## config.mk

```make
export PLATFORM = sky130hd
export DESIGN_NAME = thr_rx_buffer
export DESIGN_NICKNAME = d
export VERILOG_FILES = /design/src/rtl/rxb_pkg.sv /design/src/rtl/rxb_cfg.sv /design/src/rtl/rxb_mem.sv /design/src/rtl/rxb_channel.sv /design/src/rtl/thr_rx_buffer.sv
export SDC_FILE = /design/constraint.sdc
export NUM_CORES = 1
export LEC_CHECK = 0
export ABC_CLOCK_PERIOD_IN_PS = 4800
export BUFFER_PORTS_ARGS = -buffer_cell sky130_fd_sc_hd__clkbuf_2
export CORE_MARGIN = 3
export CORE_UTILIZATION = 61
export CTS_BUF_LIST = sky130_fd_sc_hd__clkbuf_16
export CTS_CLUSTER_DIAMETER = 60
export DETAILED_ROUTE_END_ITERATION = 10
export PLACE_DENSITY = 0.85
export SYNTH_ARGS = -nofsm -noshare
export SYNTH_HDL_FRONTEND = slang
export SYNTH_SLANG_ARGS = --single-unit
```

## constraint.sdc

```tcl
create_clock -name clk -period 4.8 [get_ports clk]
set_input_delay 1.2 -clock clk [delete_from_list [all_inputs] [get_ports clk]]
set_output_delay 1.2 -clock clk [all_outputs]
set_load 0.01 [all_outputs]
```

## src/rtl/rxb_pkg.sv

```systemverilog
package rxb_pkg;
  // width of the software-visible configuration word
  localparam int CFG_W = 32;

  // zero-extend a threshold value into the configuration word
  function automatic logic [CFG_W-1:0] pack_cfg(input logic [7:0] thr, input int thr_w);
    logic [CFG_W-1:0] w;
    w = '0;
    for (int b = 0; b < thr_w; b++) w[b] = thr[b];
    return w;
  endfunction
endpackage

```

## src/rtl/rxb_cfg.sv

```systemverilog
module rxb_cfg
  import rxb_pkg::*;
#(
  parameter int THR_W   = 4,
  parameter int THR_RST = 8
) (
  input  logic             clk,
  input  logic             rst,
  input  logic             wr_en_i,
  input  logic [CFG_W-1:0] wr_data_i,
  output logic [THR_W-1:0] thr_o,
  output logic [CFG_W-1:0] rd_data_o
);
  logic [THR_W-1:0] thr_q;

  always_ff @(posedge clk) begin
    if (rst)          thr_q <= THR_W'(THR_RST);
    else if (wr_en_i) thr_q <= wr_data_i[THR_W-1:0];
  end

  assign thr_o     = thr_q;
  assign rd_data_o = {{(CFG_W-THR_W){1'b0}}, thr_q};


  reset_thr_chk: assert property (@(posedge clk) rst |=> thr_q == THR_W'(THR_RST));
endmodule

```

## src/rtl/rxb_mem.sv

```systemverilog
module rxb_mem #(
  parameter int DW = 16,
  parameter int AW = 4
) (
  input  logic          clk,
  input  logic          we_i,
  input  logic [AW-1:0] waddr_i,
  input  logic [DW-1:0] wdata_i,
  input  logic [AW-1:0] raddr_i,
  output logic [DW-1:0] rdata_o
);
  localparam int WORDS = 1 << AW;

  logic [DW-1:0] ram [WORDS];

  // single write port, registered read port: block RAM template
  always_ff @(posedge clk) begin
    if (we_i) ram[waddr_i] <= wdata_i;
    rdata_o <= ram[raddr_i];
  end
endmodule

```

## src/rtl/rxb_channel.sv

```systemverilog
module rxb_channel #(
  parameter int DW    = 16,
  parameter int DEPTH = 16,
  parameter int THR_W = 4
) (
  input  logic             clk,
  input  logic             rst,
  input  logic [THR_W-1:0] thr_i,
  input  logic             wr_en_i,
  input  logic [DW-1:0]    wr_data_i,
  input  logic             rd_en_i,
  output logic             valid_o,
  output logic [DW-1:0]    data_o,
  output logic             ovf_o
);
  // DEPTH is a power of two so pointers wrap on their own
  localparam int AW = $clog2(DEPTH);
  localparam int CW = AW + 1;

  logic [AW-1:0] wptr_q, rptr_q, raddr;
  logic [CW-1:0] cnt_q, cnt_nxt;
  logic          valid_q, valid_nxt, ovf_q;
  logic          full, wr_ok, rd_ok;
  logic          byp_q;
  logic [DW-1:0] byp_data_q, mem_rdata;

  assign full  = (cnt_q == CW'(DEPTH));
  assign wr_ok = wr_en_i && !full;
  assign rd_ok = rd_en_i && valid_q;

  // next head address: advance on a read, else hold
  assign raddr = rd_ok ? rptr_q + AW'(1) : rptr_q;

  always_comb begin
    cnt_nxt = cnt_q;
    case ({wr_ok, rd_ok})
      2'b10:   cnt_nxt = cnt_q + CW'(1);
      2'b01:   cnt_nxt = cnt_q - CW'(1);
      default: cnt_nxt = cnt_q;
    endcase
  end

  // armed: wait for crossing; draining: hold until empty
  always_comb begin
    if (valid_q) valid_nxt = (cnt_nxt != '0);
    else         valid_nxt = (cnt_nxt > CW'(thr_i));
  end

  always_ff @(posedge clk) begin
    if (rst) begin
      wptr_q  <= '0;
      rptr_q  <= '0;
      cnt_q   <= '0;
      valid_q <= 1'b0;
      ovf_q   <= 1'b0;
    end else begin
      if (wr_ok) wptr_q <= wptr_q + AW'(1);
      if (rd_ok) rptr_q <= rptr_q + AW'(1);
      cnt_q   <= cnt_nxt;
      valid_q <= valid_nxt;
      if (wr_en_i && full) ovf_q <= 1'b1;
    end
  end

  // write-through path when the new head is written this very cycle
  always_ff @(posedge clk) begin
    if (rst) byp_q <= 1'b0;
    else     byp_q <= wr_ok && (wptr_q == raddr);
    byp_data_q <= wr_data_i;
  end

  rxb_mem #(.DW(DW), .AW(AW)) u_mem (
    .clk     (clk),
    .we_i    (wr_ok),
    .waddr_i (wptr_q),
    .wdata_i (wr_data_i),
    .raddr_i (raddr),
    .rdata_o (mem_rdata)
  );

  assign valid_o = valid_q;
  assign data_o  = byp_q ? byp_data_q : mem_rdata;
  assign ovf_o   = ovf_q;


  cnt_bound_chk: assert property (@(posedge clk) disable iff (rst) cnt_q <= CW'(DEPTH));

  valid_nonempty_chk: assert property (@(posedge clk) disable iff (rst) valid_q |-> cnt_q != '0);

  rose_above_thr_chk: assert property (@(posedge clk) disable iff (rst)
    $rose(valid_q) |-> cnt_q > CW'($past(thr_i)));

  ovf_sticky_chk: assert property (@(posedge clk) disable iff (rst) ovf_q |=> ovf_q);

  full_drop_chk: assert property (@(posedge clk) disable iff (rst)
    (full && wr_en_i && !(rd_en_i && valid_q)) |=> cnt_q == CW'(DEPTH));

  idle_read_chk: assert property (@(posedge clk) disable iff (rst)
    (!valid_q && !wr_en_i) |=> $stable(cnt_q));

  wrrd_same_chk: assert property (@(posedge clk) disable iff (rst)
    (wr_en_i && !full && rd_en_i && valid_q) |=> $stable(cnt_q));
endmodule

```

## src/rtl/thr_rx_buffer.sv

```systemverilog
module thr_rx_buffer
  import rxb_pkg::*;
#(
  parameter int NUM_CH  = 2,
  parameter int DATA_W  = 16,
  parameter int DEPTH   = 16,
  parameter int THR_RST = 8
) (
  input  logic                     clk,
  input  logic                     rst,
  input  logic                     cfg_wr_en,
  input  logic [31:0]              cfg_wr_data,
  output logic [31:0]              cfg_rd_data,
  input  logic [NUM_CH-1:0]        lnk_wr_en,
  input  logic [NUM_CH*DATA_W-1:0] lnk_wr_data,
  input  logic [NUM_CH-1:0]        usr_rd_en,
  output logic [NUM_CH-1:0]        usr_valid,
  output logic [NUM_CH*DATA_W-1:0] usr_data,
  output logic [NUM_CH-1:0]        ovf_flag
);
  localparam int THR_W = $clog2(DEPTH);

  logic [THR_W-1:0] thr;

  rxb_cfg #(.THR_W(THR_W), .THR_RST(THR_RST)) u_cfg (
    .clk       (clk),
    .rst       (rst),
    .wr_en_i   (cfg_wr_en),
    .wr_data_i (cfg_wr_data),
    .thr_o     (thr),
    .rd_data_o (cfg_rd_data)
  );

  for (genvar c = 0; c < NUM_CH; c++) begin : g_ch
    rxb_channel #(.DW(DATA_W), .DEPTH(DEPTH), .THR_W(THR_W)) u_ch (
      .clk       (clk),
      .rst       (rst),
      .thr_i     (thr),
      .wr_en_i   (lnk_wr_en[c]),
      .wr_data_i (lnk_wr_data[c*DATA_W +: DATA_W]),
      .rd_en_i   (usr_rd_en[c]),
      .valid_o   (usr_valid[c]),
      .data_o    (usr_data[c*DATA_W +: DATA_W]),
      .ovf_o     (ovf_flag[c])
    );
  end
endmodule

```

---- Yosys cells after proc, flatten, opt, wreduce, memory -nomap -nowiden ----
Memories as Yosys holds them, arrays and structs flattened. A register that Yosys moved wholly into a read port is not among the register bits.
Cells that the tools add are included.
Widths: inputs -> output; s select.
cells by class
  reductions and logical operators ........ 12
  add/subtract/negate cells ............... 8
  multiplexer cells ....................... 12
  $lt $le $gt $ge ......................... 2
  eq/ne operators ......................... 8
operator list
  cell                 number
  $mux 16              2
  $pmux 5 s2           2
  $add 4x1->4 const B  4
  $add 5x1->5 const B  2
  $eq 5x5->1 const B   2
  $gt 5x4->1           2
  $reduce_bool 5->1    2
  $sub 5x1->5 const B  2
  $eq 4x4->1           2
  $logic_and 1x1->1    8
  $mux 4               2
  $mux 1               6
  $eq 2x1->1 const B   2
  $eq 2x2->1 const B   2
  $logic_not 1->1      2
word-level totals
  input bits .............................. 71
  output and inout bits ................... 68
  bits in writable memories ............... 512
  memories ................................ 2
  flip-flop bits (word level) ............. 68
memories
  memory                  depth  bits a word  read ports  clocked after Yosys merged registers in  write ports  RTL line       text
  g_ch[0].u_ch.u_mem.ram  16     16           1           1                                        1            rxb_mem.sv:14  logic [DW-1:0] ram [WORDS];
  g_ch[1].u_ch.u_mem.ram  16     16           1           1                                        1            rxb_mem.sv:14

---- Depth between registers and ports, before layout ----
  depth after elaboration ................. 7
  mapped depth ............................ 20
  depth with buffers taken out ............ 17

---- Cells and area by module ----
A second synthesis with hierarchy kept.
second synthesis, totals
  cell total of the unflattened synthesis .. 1204
  area total of the unflattened synthesis .. 23442.5 µm²
modules (own cells, without submodules)
  module       cells an instance  seq. area each (µm²)  instances  area an instance (µm²)
  rxb_mem      432                8007.7                2          10043.4
  rxb_channel  147                640.6                 2          1483.9
  rxb_cfg      46                 80.1                  1          387.9

---- Worst setup path after synthesis ----
OpenSTA, ideal clock, no wires.
  path type ............................... input-to-reg
  start ................................... input usr_rd_en[1]
  end ..................................... register g_ch[1].u_ch.valid_q
  arrival time ............................ 3936 ps
  required time ........................... 4668 ps
  slack ................................... 732 ps
  stages on the path ...................... 19
  buffers on the path ..................... 4
  path through ............................ nand2_1 inv_2 buf_6 clkbuf_1 buf_2 ha_1 clkbuf_1 xor2_1 ha_1 a21oi_1 xor2_1 nor2_1 xor2_1 ha_1 nand2_1 o21ai_0 a21o_1 o31ai_1 a21oi_1
on the way
  cells in the longest elaborated chain, start to end .. 5
  elaborated cells between the ends (all ways) .. 7
RTL lines
  element                                                 RTL line                              text
  from (decl)                                             thr_rx_buffer.sv:16                   input logic [NUM_CH-1:0] usr_rd_en,
  $logic_and 1x1->1 *                                     rxb_channel.sv:29                     assign rd_ok = rd_en_i && valid_q;
  $eq 2x1->1 / $eq 2x2->1 (equally long branches)         rxb_channel.sv:36                     case ({wr_ok, rd_ok})
  $pmux 5 s2 *                                            rxb_channel.sv:36
  named net g_ch[1].u_ch.cnt_nxt[2]                       rxb_channel.sv:21                     logic [CW-1:0] cnt_q, cnt_nxt;
  $gt 5x4->1 / $reduce_bool 5->1 (equally long branches)  rxb_channel.sv:46, rxb_channel.sv:45
  $mux 1 *                                                rxb_channel.sv:45                     if (valid_q) valid_nxt = (cnt_nxt != '0);
  to (signal assigned)                                    rxb_channel.sv:60                     valid_q <= valid_nxt;
  to (decl)                                               rxb_channel.sv:22                     logic valid_q, valid_nxt, ovf_q;
Mark *: on every way through the listed nets, which the timed path passes. The rest lies on a longest branch.
A chain may end at the register's enable or synchronous reset.

---- Worst setup path in the final report ----
  start ................................... input usr_rd_en[1]
  end ..................................... register g_ch[1].u_ch.u_mem.rdata_o[5] (read register of g_ch[1].u_ch.u_mem.ram)
on the way
  cells in the longest elaborated chain, start to end .. 2
RTL lines
  element            RTL line           text
  $logic_and 1x1->1  rxb_channel.sv:29
  $mux 4             n/a
  to (decl)          rxb_mem.sv:10      output logic [DW-1:0] rdata_o
Every way passes these cells.

==> impl_metrics.py <==
metrics = {
    "timing": {
        "timing.fmax_mhz": 282.1,
        "max_slew_margin_pct": 24.47,
        "min_period_ps": 3544,
        "post-route-period-util_pct": 73.84,
        "timing_hold_violations_final": 0,
        "grt_setup_unrepaired": "false",
        "worst_pin_slew_ps": 1131,
        "drv_slew": 0,
        "clock_skew_ps": 45.90,
        "setup_viol": 0,
        "holdWs_ps": 469.5,
        "tns_ps": 0,
    },
    "placed_design": {
        "place.gp.congestion": 0.8175,
        "placed_area_sq_um": 26410,
        "numPortBuffers": 82,
        "dp_hpwl_microns": 33570,
    },
    "setup_path": {
        "cp.required_ps": 5290,
        "critPathMaxStageDelay_ps": 620,
        "worst-path-max-fanout": 46,
        "r2r-end": "g_ch[0].u_ch.valid_o",
        "start_kind": "primary input",
        "ff2ff_setup_slack_ps": 1280,
        "worstSetupEndpointType": "flop",
        "path_class": "primary input to flop",
        "crit_chain": "clkbuf_2 > nand2_2 > inv_2 > buf_4 > nand4_1 > xnor2_2 > nand2_1 > o221a_2",
        "cp_data_arrival_time_ps": 4040,
        "crit_slowest_cell": "xnor2_2",
        "reg2reg_from": "g_ch[0].u_ch.cnt_q[2]",
        "reg2regPathDepth": 17,
    },
    "routing": {
        "finalWirelength_microns": 61640,
        "viasPerCell": 6.655,
        "wl_per_cell_microns": 25.54,
        "drc": 0,
        "ant_nets": 0,
        "drtPass1Iterations": 6,
        "num_vias": 16060,
        "drt_iter0_markers": 2232,
    },
    "pwr": {
        "power.leakage_uw": 0.009843,
        "power_switching_uw": 3703,
        "netSwitchingFraction_pct": 28.08,
        "p_clk_share_pct": 34.0,
        "ir_worst_vdd_v": 0.0003761,
        "powerDensity_nw_per_um2": 465.8,
        "internal-power_uw": 9482,
        "combPwrFrac_pct": 19.3,
        "power_frac_seq_pct": 46.7,
    },
    "finish": {
        "areaGrowthSynthToFinish_pct": 11.13,
        "design_area_sq_um": 28310,
        "post-route-util_pct": 69.01,
        "drive_above_1_share_pct": 19.25,
        "finalNetCount": 1924,
        "antenna_cells": 0,
        "final_common_cell": "edfxtp_1",
        "layout_common_cells": "512 x edfxtp_1, 130 x nor2_1, 98 x dfxtp_1, 97 x a21oi_1, 85 x nor3_1",
    },
    "clocking": {
        "htreeDepth": 2,
        "clock_sinks": 612,
        "cts_root_buf": "clkbuf_16",
        "clkLatencyLatePin_ps": 650,
        "numCtsBuffers": 60,
        "cts_tree": "done",
        "postCtsSetupRepairBufs": 0,
        "clkTransAtPathRegs_ps": 60,
        "cts_buffer_depth": 3,
        "cts_hold_buf": 0,
        "cts_resized": 0,
    },
    "logic_synthesis": {
        "async_flop_share_pct": 0,
        "synthFlopType": "edfxtp_1",
        "synth.cell_area_sq_um": 25470,
        "ys_ff_latch": 612,
        "syn_area_per_cell_sq_um": 14.51,
        "yosysSeqAreaShare_pct": 68.22,
        "synth_warnings": 0,
        "yosysUniqueCellTypes": 57,
        "syn_inst": 1755,
        "synth_edf_count": 512,
    },
    "die": {
        "pin_count": 139,
        "initial_core_util_pct": 62.10,
        "fp.coreArea_sq_um": 41020,
        "rows": 74,
        "die_h_microns": 210.3,
        "dieWidth_microns": 210.3,
        "die_area_sq_um": 44250,
    },
    "global_route": {
        "grt_start_max_net_pins": 95,
        "grt_pass1_wl_microns": 94070,
        "track_usage_pct": 27.93,
        "antenna_found_initial": 1,
        "grt-ovfl-total": 0,
        "grt_pass1_vias": 16270,
    },
    "flow_run": {
        "maxCapViolCount": 0,
    },
    "worst_hold_path": {
        "hp-class": "flop to flop",
        "worstHoldPathCells": 2,
        "worstHoldStart": "g_ch[0].u_ch.ovf_o",
        "holdPathEnd": "g_ch[0].u_ch.ovf_o",
    },
    "run_status": {
        "status": "finished, final reports clean",
    },
}
==> sequential cells by signal, summed over array words and instances, names as in the netlist <==
name,count
g_ch.u_ch.byp_data_q,32
u_cfg.thr_o,4
g_ch.u_ch.u_mem.ram,512
g_ch.u_ch.ovf_o,2
g_ch.u_ch.wptr_q,8
g_ch.u_ch.rptr_q,8
g_ch.u_ch.u_mem.rdata_o,32
g_ch.u_ch.valid_o,2
g_ch.u_ch.byp_q,2
g_ch.u_ch.cnt_q,10
==> logic make-up after synthesis <==
group           share of synthesized area (%)
xor+xnor                                1.262
mux                                     8.812
compound gates                          8.478
flops                                   68.22
simple gates                            8.012
other cells                           0.01472
buf+inv                                 4.023
fa+ha+maj                               1.179
==> power groups by stage <==
stage                     sequential [uW]  combinational (uW)  clock [uW]
after floorplan                      6170                1910           0
after global placement               6240                2380           0
after detailed placement             6260                2480           0
after CTS                            6160                2530        4530
after global routing                 6170                2760        4750
final                                6160                2550        4480
==> area by class of cell <==
class / count / area (sq um)
inverters: 51 / 191.4
clock buffers: 60 / 1501
repair buffers: 140 / 895.9
flip-flops and latches: 612 / 17380
multi-input cells: 964 / 7268
well taps: 532 / 665.6
clock inverters: 54 / 400.4
fillers: 2467 / 12710
==> how the worst max path moves through the flow <==
stage                          start                       endpoint  slack, ps  cells past startpoint
2_1_floorplan           usr_rd_en[1]           g_ch[1].u_ch.valid_o        730                     19
3_3_place_gp            usr_rd_en[1]  g_ch[1].u_ch.u_mem.rdata_o[2]        800                      8
3_5_place_dp            usr_rd_en[1]  g_ch[1].u_ch.u_mem.rdata_o[5]        700                      8
4_1_cts           g_ch[0].u_ch.byp_q                    usr_data[8]       1250                      2
5_1_grt        g_ch[1].u_ch.cnt_q[2]           g_ch[1].u_ch.valid_o        840                     15
6_report                usr_rd_en[1]  g_ch[1].u_ch.u_mem.rdata_o[5]       1260                      8
==> per-stage QoR <==
stage / power, uW / std cells / setup WS [ps]
floorplan: 8079 / 1782 / 732.1
global placement: 8625 / 2299 / 800.3
detailed placement: 8745 / 2299 / 702.4
CTS: 13220 / 2413 / 1250
global route: 13680 / 2413 / 843.6
finish: 13190 / 2413 / 1256
==> worst max-delay path, delay by kind of cell <==
family / cells / cell delay (ps)
and+or+nand+nor: 3 / 860
buffers and inverters: 3 / 920
AOI/OAI and AO/OA: 1 / 410
xor gates and xnor gates: 1 / 620
==> synth_stat cells, types with 17 or more instances <==
master / count / area share, %
a21oi_1: 97 / 1.9
a22oi_1: 33 / 0.97
a31oi_1: 25 / 0.61
buf_2: 38 / 0.75
buf_4: 42 / 1.2
clkbuf_1: 53 / 0.78
dfxtp_1: 100 / 7.9
edfxtp_1: 512 / 60
ha_1: 24 / 1.2
inv_1: 50 / 0.74
mux2_2: 32 / 1.4
mux4_2: 80 / 7.1
nand2_1: 46 / 0.68
nand2b_1: 51 / 1.3
nand3_1: 41 / 0.81
nor2_1: 133 / 2.0
nor2b_1: 19 / 0.47
nor3_1: 93 / 1.8
nor4_1: 17 / 0.42
o21ai_0: 56 / 1.1
xor2_1: 17 / 0.58
==> routing by layer <==
metal / part of all wire [%] / up-vias / track usage [%]
li1: - / 6813 / -
met4: 3.9 / 2 / 11.51
met5: 0.023 / - / 0
met1: 36 / 7868 / 37.16
met3: 11 / 230 / 5.670
met2: 49 / 1146 / 45.87
Note: power is estimated with default switching activity, not from simulation.
